===== config.mk =====
export PLATFORM = sky130hd
export DESIGN_NAME = tsr_skew_register
export DESIGN_NICKNAME = d
export VERILOG_FILES = /design/src/rtl/tsr_pkg.sv /design/src/rtl/tsr_phase_ctrl.sv /design/src/rtl/tsr_sample_bank.sv /design/src/rtl/tsr_vote_stage.sv /design/src/rtl/tsr_skew_register.sv
export SDC_FILE = /design/constraint.sdc
export NUM_CORES = 1
export LEC_CHECK = 0
export ABC_CLOCK_PERIOD_IN_PS = 4560
export CORE_MARGIN = 5
export CORE_UTILIZATION = 40
export CTS_CLUSTER_DIAMETER = 60
export DETAILED_ROUTE_END_ITERATION = 8
export MAX_ROUTING_LAYER = met4
export PLACE_DENSITY = 0.66
export SYNTH_ARGS = -nofsm -noshare
export SYNTH_HDL_FRONTEND = slang
export SYNTH_SLANG_ARGS = --single-unit

===== constraint.sdc =====
create_clock -name clk -period 4.56 [get_ports clk]
set_input_delay 1.368 -clock clk [delete_from_list [all_inputs] [get_ports clk]]
set_output_delay 1.368 -clock clk [all_outputs]
set_load 0.01 [all_outputs]

===== src/rtl/tsr_pkg.sv =====
`timescale 1ns/1ps
package tsr_pkg;

  // Largest spacing that still lets the vote land inside the period
  // and fit in the configuration field.
  function automatic int tsr_max_dt(int period, int dt_w);
    int by_period;
    int by_field;
    by_period = (period - 2) / 2;
    by_field  = (1 << dt_w) - 1;
    return (by_period < by_field) ? by_period : by_field;
  endfunction

  // Map a requested spacing onto the legal range [1, hi].
  function automatic int tsr_legal_dt(int raw, int hi);
    if (raw < 1)  return 1;
    if (raw > hi) return hi;
    return raw;
  endfunction

  // Phase of the vote for a given spacing.
  function automatic int tsr_vote_phase(int dt);
    return 2 * dt + 1;
  endfunction

endpackage


===== src/rtl/tsr_phase_ctrl.sv =====
`timescale 1ns/1ps
module tsr_phase_ctrl #(
  parameter int DT_W   = 4,
  parameter int PERIOD = 16
) (
  input  logic            clk,
  input  logic            rst_n,
  input  logic            slow_tick,
  input  logic [DT_W-1:0] dt_cfg,
  output logic            en_a,
  output logic            en_b,
  output logic            en_c,
  output logic            vote_en,
  output logic [DT_W-1:0] dt_now
);
  import tsr_pkg::*;

  localparam int MAX_DT = tsr_max_dt(PERIOD, DT_W);
  localparam int PH_W   = $clog2(PERIOD);

  logic [PH_W-1:0] phase_cnt;
  logic            running;
  logic [PH_W-1:0] tgt_b;
  logic [PH_W-1:0] tgt_c;
  logic [PH_W-1:0] tgt_v;

  always_comb begin
    tgt_b = PH_W'(int'(dt_now));
    tgt_c = PH_W'(2 * int'(dt_now));
    tgt_v = PH_W'(tsr_vote_phase(int'(dt_now)));
  end

  assign en_a    = slow_tick;
  assign en_b    = running && !slow_tick && (phase_cnt == tgt_b);
  assign en_c    = running && !slow_tick && (phase_cnt == tgt_c);
  assign vote_en = running && !slow_tick && (phase_cnt == tgt_v);

  always_ff @(posedge clk) begin
    if (!rst_n) begin
      dt_now    <= DT_W'(1);
      phase_cnt <= '0;
      running   <= 1'b0;
    end else if (slow_tick) begin
      dt_now    <= DT_W'(tsr_legal_dt(int'(dt_cfg), MAX_DT));
      phase_cnt <= PH_W'(1);
      running   <= 1'b1;
    end else if (running) begin
      phase_cnt <= phase_cnt + PH_W'(1);
      if (vote_en) running <= 1'b0;
    end
  end

  a_r5_dt_legal: assert property (@(posedge clk) disable iff (!rst_n)
    (int'(dt_now) >= 1) && (int'(dt_now) <= MAX_DT));

  a_r7_dt_frozen: assert property (@(posedge clk) disable iff (!rst_n)
    !slow_tick |=> $stable(dt_now));

  a_r1_single_event: assert property (@(posedge clk) disable iff (!rst_n)
    $onehot0({en_a, en_b, en_c, vote_en}));

  a_r6_vote_ends_run: assert property (@(posedge clk) disable iff (!rst_n)
    vote_en |=> !(en_b || en_c || vote_en));

endmodule


===== src/rtl/tsr_sample_bank.sv =====
`timescale 1ns/1ps
module tsr_sample_bank #(
  parameter int DATA_W = 8,
  parameter int N_SMP  = 3
) (
  input  logic                         clk,
  input  logic                         rst_n,
  input  logic [N_SMP-1:0]             take,
  input  logic [DATA_W-1:0]            d_in,
  output logic [N_SMP-1:0][DATA_W-1:0] smp
);

  for (genvar g = 0; g < N_SMP; g++) begin : g_slot
    always_ff @(posedge clk) begin
      if (!rst_n)       smp[g] <= '0;
      else if (take[g]) smp[g] <= d_in;
    end

    a_r1_slot_holds: assert property (@(posedge clk) disable iff (!rst_n)
      !take[g] |=> $stable(smp[g]));
  end

endmodule


===== src/rtl/tsr_vote_stage.sv =====
`timescale 1ns/1ps
module tsr_vote_stage #(
  parameter int DATA_W = 8
) (
  input  logic                     clk,
  input  logic                     rst_n,
  input  logic                     vote_en,
  input  logic [2:0][DATA_W-1:0]   smp,
  output logic [DATA_W-1:0]        q
);

  function automatic logic [DATA_W-1:0] majority3(
    input logic [DATA_W-1:0] x,
    input logic [DATA_W-1:0] y,
    input logic [DATA_W-1:0] z
  );
    return (x & y) | (x & z) | (y & z);
  endfunction

  logic [DATA_W-1:0] voted;
  assign voted = majority3(smp[0], smp[1], smp[2]);

  always_ff @(posedge clk) begin
    if (!rst_n)       q <= '0;
    else if (vote_en) q <= voted;
  end

  a_r6_hold: assert property (@(posedge clk) disable iff (!rst_n)
    !vote_en |=> $stable(q));

  a_r2_pair_wins: assert property (@(posedge clk) disable iff (!rst_n)
    (vote_en && (smp[0] == smp[1])) |=> (q == $past(smp[0])));

  a_r3_outlier_masked: assert property (@(posedge clk) disable iff (!rst_n)
    (vote_en && (smp[1] == smp[2])) |=> (q == $past(smp[2])));

endmodule


===== src/rtl/tsr_skew_register.sv =====
`timescale 1ns/1ps
module tsr_skew_register #(
  parameter int DATA_W = 8,
  parameter int DT_W   = 4,
  parameter int PERIOD = 16
) (
  input  logic              clk,
  input  logic              rst_n,
  input  logic              slow_tick,
  input  logic [DT_W-1:0]   dt_cfg,
  input  logic [DATA_W-1:0] d_in,
  output logic [DATA_W-1:0] q_out
);

  logic                   en_a;
  logic                   en_b;
  logic                   en_c;
  logic                   vote_en;
  logic [DT_W-1:0]        dt_now;
  logic [2:0][DATA_W-1:0] smp;

  tsr_phase_ctrl #(.DT_W(DT_W), .PERIOD(PERIOD)) u_ctrl (
    .clk       (clk),
    .rst_n     (rst_n),
    .slow_tick (slow_tick),
    .dt_cfg    (dt_cfg),
    .en_a      (en_a),
    .en_b      (en_b),
    .en_c      (en_c),
    .vote_en   (vote_en),
    .dt_now    (dt_now)
  );

  tsr_sample_bank #(.DATA_W(DATA_W), .N_SMP(3)) u_bank (
    .clk   (clk),
    .rst_n (rst_n),
    .take  ({en_c, en_b, en_a}),
    .d_in  (d_in),
    .smp   (smp)
  );

  tsr_vote_stage #(.DATA_W(DATA_W)) u_vote (
    .clk     (clk),
    .rst_n   (rst_n),
    .vote_en (vote_en),
    .smp     (smp),
    .q       (q_out)
  );

  a_r9_idle_until_tick: assert property (@(posedge clk) disable iff (!rst_n)
    (!slow_tick && (q_out == '0) && $past(!rst_n)) |=> (q_out == '0));

endmodule


After elaboration in Yosys (flattened, before gate mapping)
Index checks and enable logic that the tools add are counted.
- bitwise gates (word level): 6
- mux-type cells: 16
- equal/unequal tests: 3
- $add $sub $neg: 2
- reduce and logical (&&, ||, !) cells: 7
- $lt $le $gt $ge: 2
- operators by type and width (cell ; number):
    bitwise AND 8 bit ; 3
    bitwise OR 8 bit ; 2
    2-to-1 mux 1 bit ; 13
    == test 4 bit ; 3
    adder 4 x 1 -> 4 bit (second input constant) ; 2
    2-to-1 mux 4 bit ; 2
    > comparator 4 x 3 -> 1 bit (second input constant) ; 1
    logical AND 1 bit ; 4
    less-than comparator 4 x 1 -> 1 bit (second input constant) ; 1
    2-to-1 mux 3 bit ; 1
    nonzero test 2 bit ; 1
    OR reduction 2 bit ; 1
    zero test 1 bit ; 1
    inverter 1 bit ; 1
- register bits after elaboration: 41
- logic and storage cells: 44

Depth between registers and ports, before layout
- depth in word-level cells: 9
- mapped depth: 6
- mapped depth without buffers: 4

Hierarchy
From an unflattened synthesis, not the netlist that was laid out.
- cells, all modules: 170
- area, all modules: 1707.9 um^2
- by module, submodules not included (module ; instances ; sequential area each (um^2) ; cells an instance ; area an instance (um^2)):
    tsr_sample_bank ; 1 ; 480.5 ; 77 ; 914.6
    tsr_phase_ctrl ; 1 ; 180.2 ; 52 ; 454.2
    tsr_vote_stage ; 1 ; 160.2 ; 41 ; 339.1

Least setup slack after synthesis
No wires, ideal clock.
- path type: input to register
- start point: input port slow_tick
- end point: register u_bank.smp[17] (netlist bit)
- stages on the path: 6
- data required time: 4488 ps
- setup slack: 2028 ps
- arrival time: 2461 ps
- cells stage by stage: buf_6 -> nand2b_4 -> nor4_2 -> and2b_1 -> buf_6 -> mux2i_1
- longest elaborated chain between the ends: 3
- ends and longest elaborated chain (element ; line ; RTL):
    from (decl) ; tsr_skew_register.sv:9 ; input logic slow_tick,
    zero test 1 bit ; tsr_phase_ctrl.sv:35 ; assign en_c = running && !slow_tick && (phase_cnt == tgt_c);
    logical AND 1 bit (2 in series) ; tsr_phase_ctrl.sv:35 ;
    to (signal, indexed assignment) ; tsr_sample_bank.sv:16 ; else if (take[g]) smp[g] <= d_in;
    to (decl) ; tsr_sample_bank.sv:10 ; output logic [N_SMP-1:0][DATA_W-1:0] smp
Every way passes these cells.
A chain may end at the register's enable or synchronous reset.

Worst setup path after layout
- start point: input port slow_tick
- end point: register u_bank.smp[22] (netlist bit)
Same word-level chain as after synthesis.

==> results by group <==
Status
  – Status: completed

Die
  – Die Area: 5800 um^2
  – Core box area: 4290 um^2
  – Site row count: 24
  – Die Y: 76.2 um
  – I/O Pins: 23
  – Starting Density: between 40% and 50%
  – Chip width: 76.2 um

Power
  – Pleak: 0.816 nW
  – Peak VDD IR: about 160 uV
  – Sequential share of power: 55.7%
  – P_int: 0.518 mW
  – Clock group share of total power: 36.4%
  – PwrDens: about 320 nW/um^2
  – Total power: slightly below 0.7 mW
  – Switch Pwr: roughly 0.16 mW
  – Switching share of total power: a little under a quarter
  – Combinational share of power: 7.9%

Worst setup path
  – Launch point of the critical path: slow_tick
  – Crit Path Class: input port to flop
  – Worst R2R Path Depth: 4
  – RR Endpoint: u_bank.smp[22]$_SDFFE_PN0P_
  – CP required: 4.78 ns
  – Worst setup SP type: input port
  – Worst path arrival time: 3.24 ns
  – R2R Path Start: u_ctrl.running$_SDFF_PN0_
  – Minimum setup slack among reg-to-reg paths: 2.81 ns
  – CP Max Fanout: 18
  – Critical Path End Type: flop

Timing
  – Fmax: 331 MHz
  – Setup Total Neg Slack: 0 ns
  – RSZ-0062 raised after global routing: no
  – Fin Clk Skew: 0.00538 ns
  – Setup Viol. Count Final: 0
  – Fin crit share: 66.2%
  – Slew of the pin with the lowest slew margin: ~0.98 ns
  – Slew Limit Fails: 0
  – Min cycle time layout: 3.02 ns
  – Max transition margin: 34.4%
  – Hold Fails Final Rpt: 0

Layout
  – Nets@finish: 216
  – Filler cells: 413
  – Multi-input gate area: around 870 um^2
  – Fin cells: 253
  – Share of layout cells above drive strength 1: 7.46%
  – Most common cell after layout, fill and taps aside: nand2_1
  – Commonest non-fill, non-tap cells in the layout: nand2_1 (42), dfxtp_1 (41), mux2i_1 (33)
  – Diode count: 0
  – Area grow syn2layout: 20.0%
  – FF+latch area: 821 um^2

Clock tree
  – Htree depth: 2
  – Clock slew at reported path FFs: 0.08 ns
  – Root Buffer: clkbuf_8
  – Clock latency on the worst-skew pair: 0.29 ns
  – CTS max path bufs: 2
  – Clock sink total: between 40 and 50
  – CTS resizes: 0
  – CTS Buf Count: 5
  – Hold_buf cts: 0
  – Clock tree from TritonCTS: done
  – Setup bufs post-CTS: 0

GRT
  – Total track usage: 12.0%
  – Largest net degree at the start of global routing: 32
  – Number of global-route vias before repair: 1182
  – First-pass GRT wire length: 5.44 mm
  – Initial antenna violation count: 0
  – Total grt overflow: 0

Hold path
  – Hold path depth: 2
  – Worst Hold Launch: u_ctrl.dt_now[3]$_SDFFE_PN0P_
  – HP Class: flop to flop
  – Hold EP: u_ctrl.dt_now[3]$_SDFFE_PN0P_

Yosys
  – Synthesized cell area: 1750 um^2
  – Yosys warnings: 0
  – Seq/Total Area, Yosys: 46.9%
  – Yosys cell types: 26
  – Mapped Cells: 178
  – Syn avg cell area: 9.84 um^2
  – Synthesized Nets: 194
  – #FFs+latches synth: 41

Route
  – Post-route ant nets: 0
  – Remaining DRCs: 0
  – DRT Wirelength: 3.06 mm
  – Iter 0 DRT Violations: 63
  – First-pass detailed-route iteration total: 4
  – WL/cell: 12.1 um
  – Routed vias/inst: 4.64
  – Detailed-route via count: 1175

Flow run
  – Max-cap violations: 0

Place
  – Post-DP HPWL: 2.15 mm
  – Port bufs: 22
  – GP Congestion: roughly 0.75
  – Inst Count DP: ~250
[per-layer routing]
layer	global-route usage [%]	vias up	wire length, um
met5	-	-	0
met4	6.82	0	61
met3	3.55	4	105
met2	16.9	16	1350
met1	15.1	521	1540
li1	-	634	-
[worst max path at each step]
stage                                  end  slack (ns)  cells past startpoint
2_1_floorplan  u_bank.smp[17]$_SDFFE_PN0P_        2.03                      6
3_3_place_gp   u_bank.smp[18]$_SDFFE_PN0P_        1.27                      6
3_5_place_dp   u_bank.smp[22]$_SDFFE_PN0P_        1.25                      6
4_1_cts        u_bank.smp[22]$_SDFFE_PN0P_        1.56                      6
5_1_grt        u_bank.smp[16]$_SDFFE_PN0P_        1.42                      6
6_report       u_bank.smp[22]$_SDFFE_PN0P_        1.54                      6
[cell type report]
cell class	count	share of cell area [%]
Timing Repair Buffer	25	11.5
Clock inverter	2	0.655
Clock buffer	6	3.93
Inverter	1	0.179
Tap cell	52	3.10
Sequential cell	41	39.0
Multi-Input combinational cell	126	41.5
[critical path, stage by stage]
cell and delay, ns:
clkdlybuf4s50_1 0.39, buf_4 0.21, nand2b_4 0.18, nor4_2 0.38, and2b_1 0.47, mux2i_1 0.23
[cells by family (layout without fill, tap and decap cells)]
| group | count (synthesis) | after routing | share of synthesized area (%) |
|---|---|---|---|
| compound gates | 9 | 9 | 3.14 |
| fa+ha+maj | 9 | 9 | 5.29 |
| simple gates | 65 | 65 | 17.6 |
| mux | 33 | 33 | 18.9 |
| flops | 41 | 41 | 46.9 |
| buf+inv | 11 | 34 | 3.29 |
| xor+xnor | 10 | 10 | 5.00 |
[metrics by stage]
step	worst slack, ns	util, %	instance area [um^2]	hold WS [ns]
2_1_floorplan	2.03	-	1750	0.421
3_3_place_gp	1.27	46.7	2010	0.435
3_5_place_dp	1.25	46.7	2010	0.440
4_1_cts	1.56	49.0	2100	0.452
5_1_grt	1.42	49.0	2100	0.484
6_report	1.54	49.0	2100	0.449
[state kept, by name (all words and copies together) (netlist names)]
| signal | count |
|---|---|
| u_bank.smp | 24 |
| u_ctrl.dt_now | 4 |
| u_ctrl.phase_cnt | 4 |
| u_ctrl.running | 1 |
| u_vote.q | 8 |
[power groups by stage]
stage / registers, mW / clock network (mW) / logic, mW
after floorplan: 0.381 / 0 / 0.0367
after global placement: 0.384 / 0 / 0.0538
after detailed placement: 0.384 / 0 / 0.0542
after CTS: 0.376 / 0.258 / 0.0544
after global routing: 0.378 / 0.275 / 0.0599
final: 0.376 / 0.246 / 0.0537
[synthesized netlist by cell type]
master | count | area [um^2]
a21boi_0 | 1 | 7.51
a21oi_1 | 2 | 10.0
and2b_1 | 1 | 7.51
buf_2 | 1 | 5.00
buf_6 | 2 | 22.5
clkbuf_1 | 7 | 26.3
dfxtp_1 | 41 | 821
ha_1 | 1 | 12.5
inv_1 | 1 | 3.75
maj3_1 | 8 | 80.1
mux2i_1 | 33 | 330
nand2_1 | 42 | 158
nand2_2 | 1 | 6.26
nand2b_1 | 1 | 6.26
nand2b_4 | 1 | 13.8
nand3_1 | 1 | 5.00
nand4_1 | 1 | 6.26
nor2_1 | 7 | 26.3
nor2b_1 | 8 | 50.1
nor3_4 | 1 | 16.3
nor4_2 | 1 | 12.5
o211ai_1 | 1 | 7.51
o21a_1 | 2 | 15.0
o21ai_0 | 3 | 15.0
xnor2_1 | 3 | 26.3
xor2_1 | 7 | 61.3
Note: power is estimated with default switching activity, not from simulation.
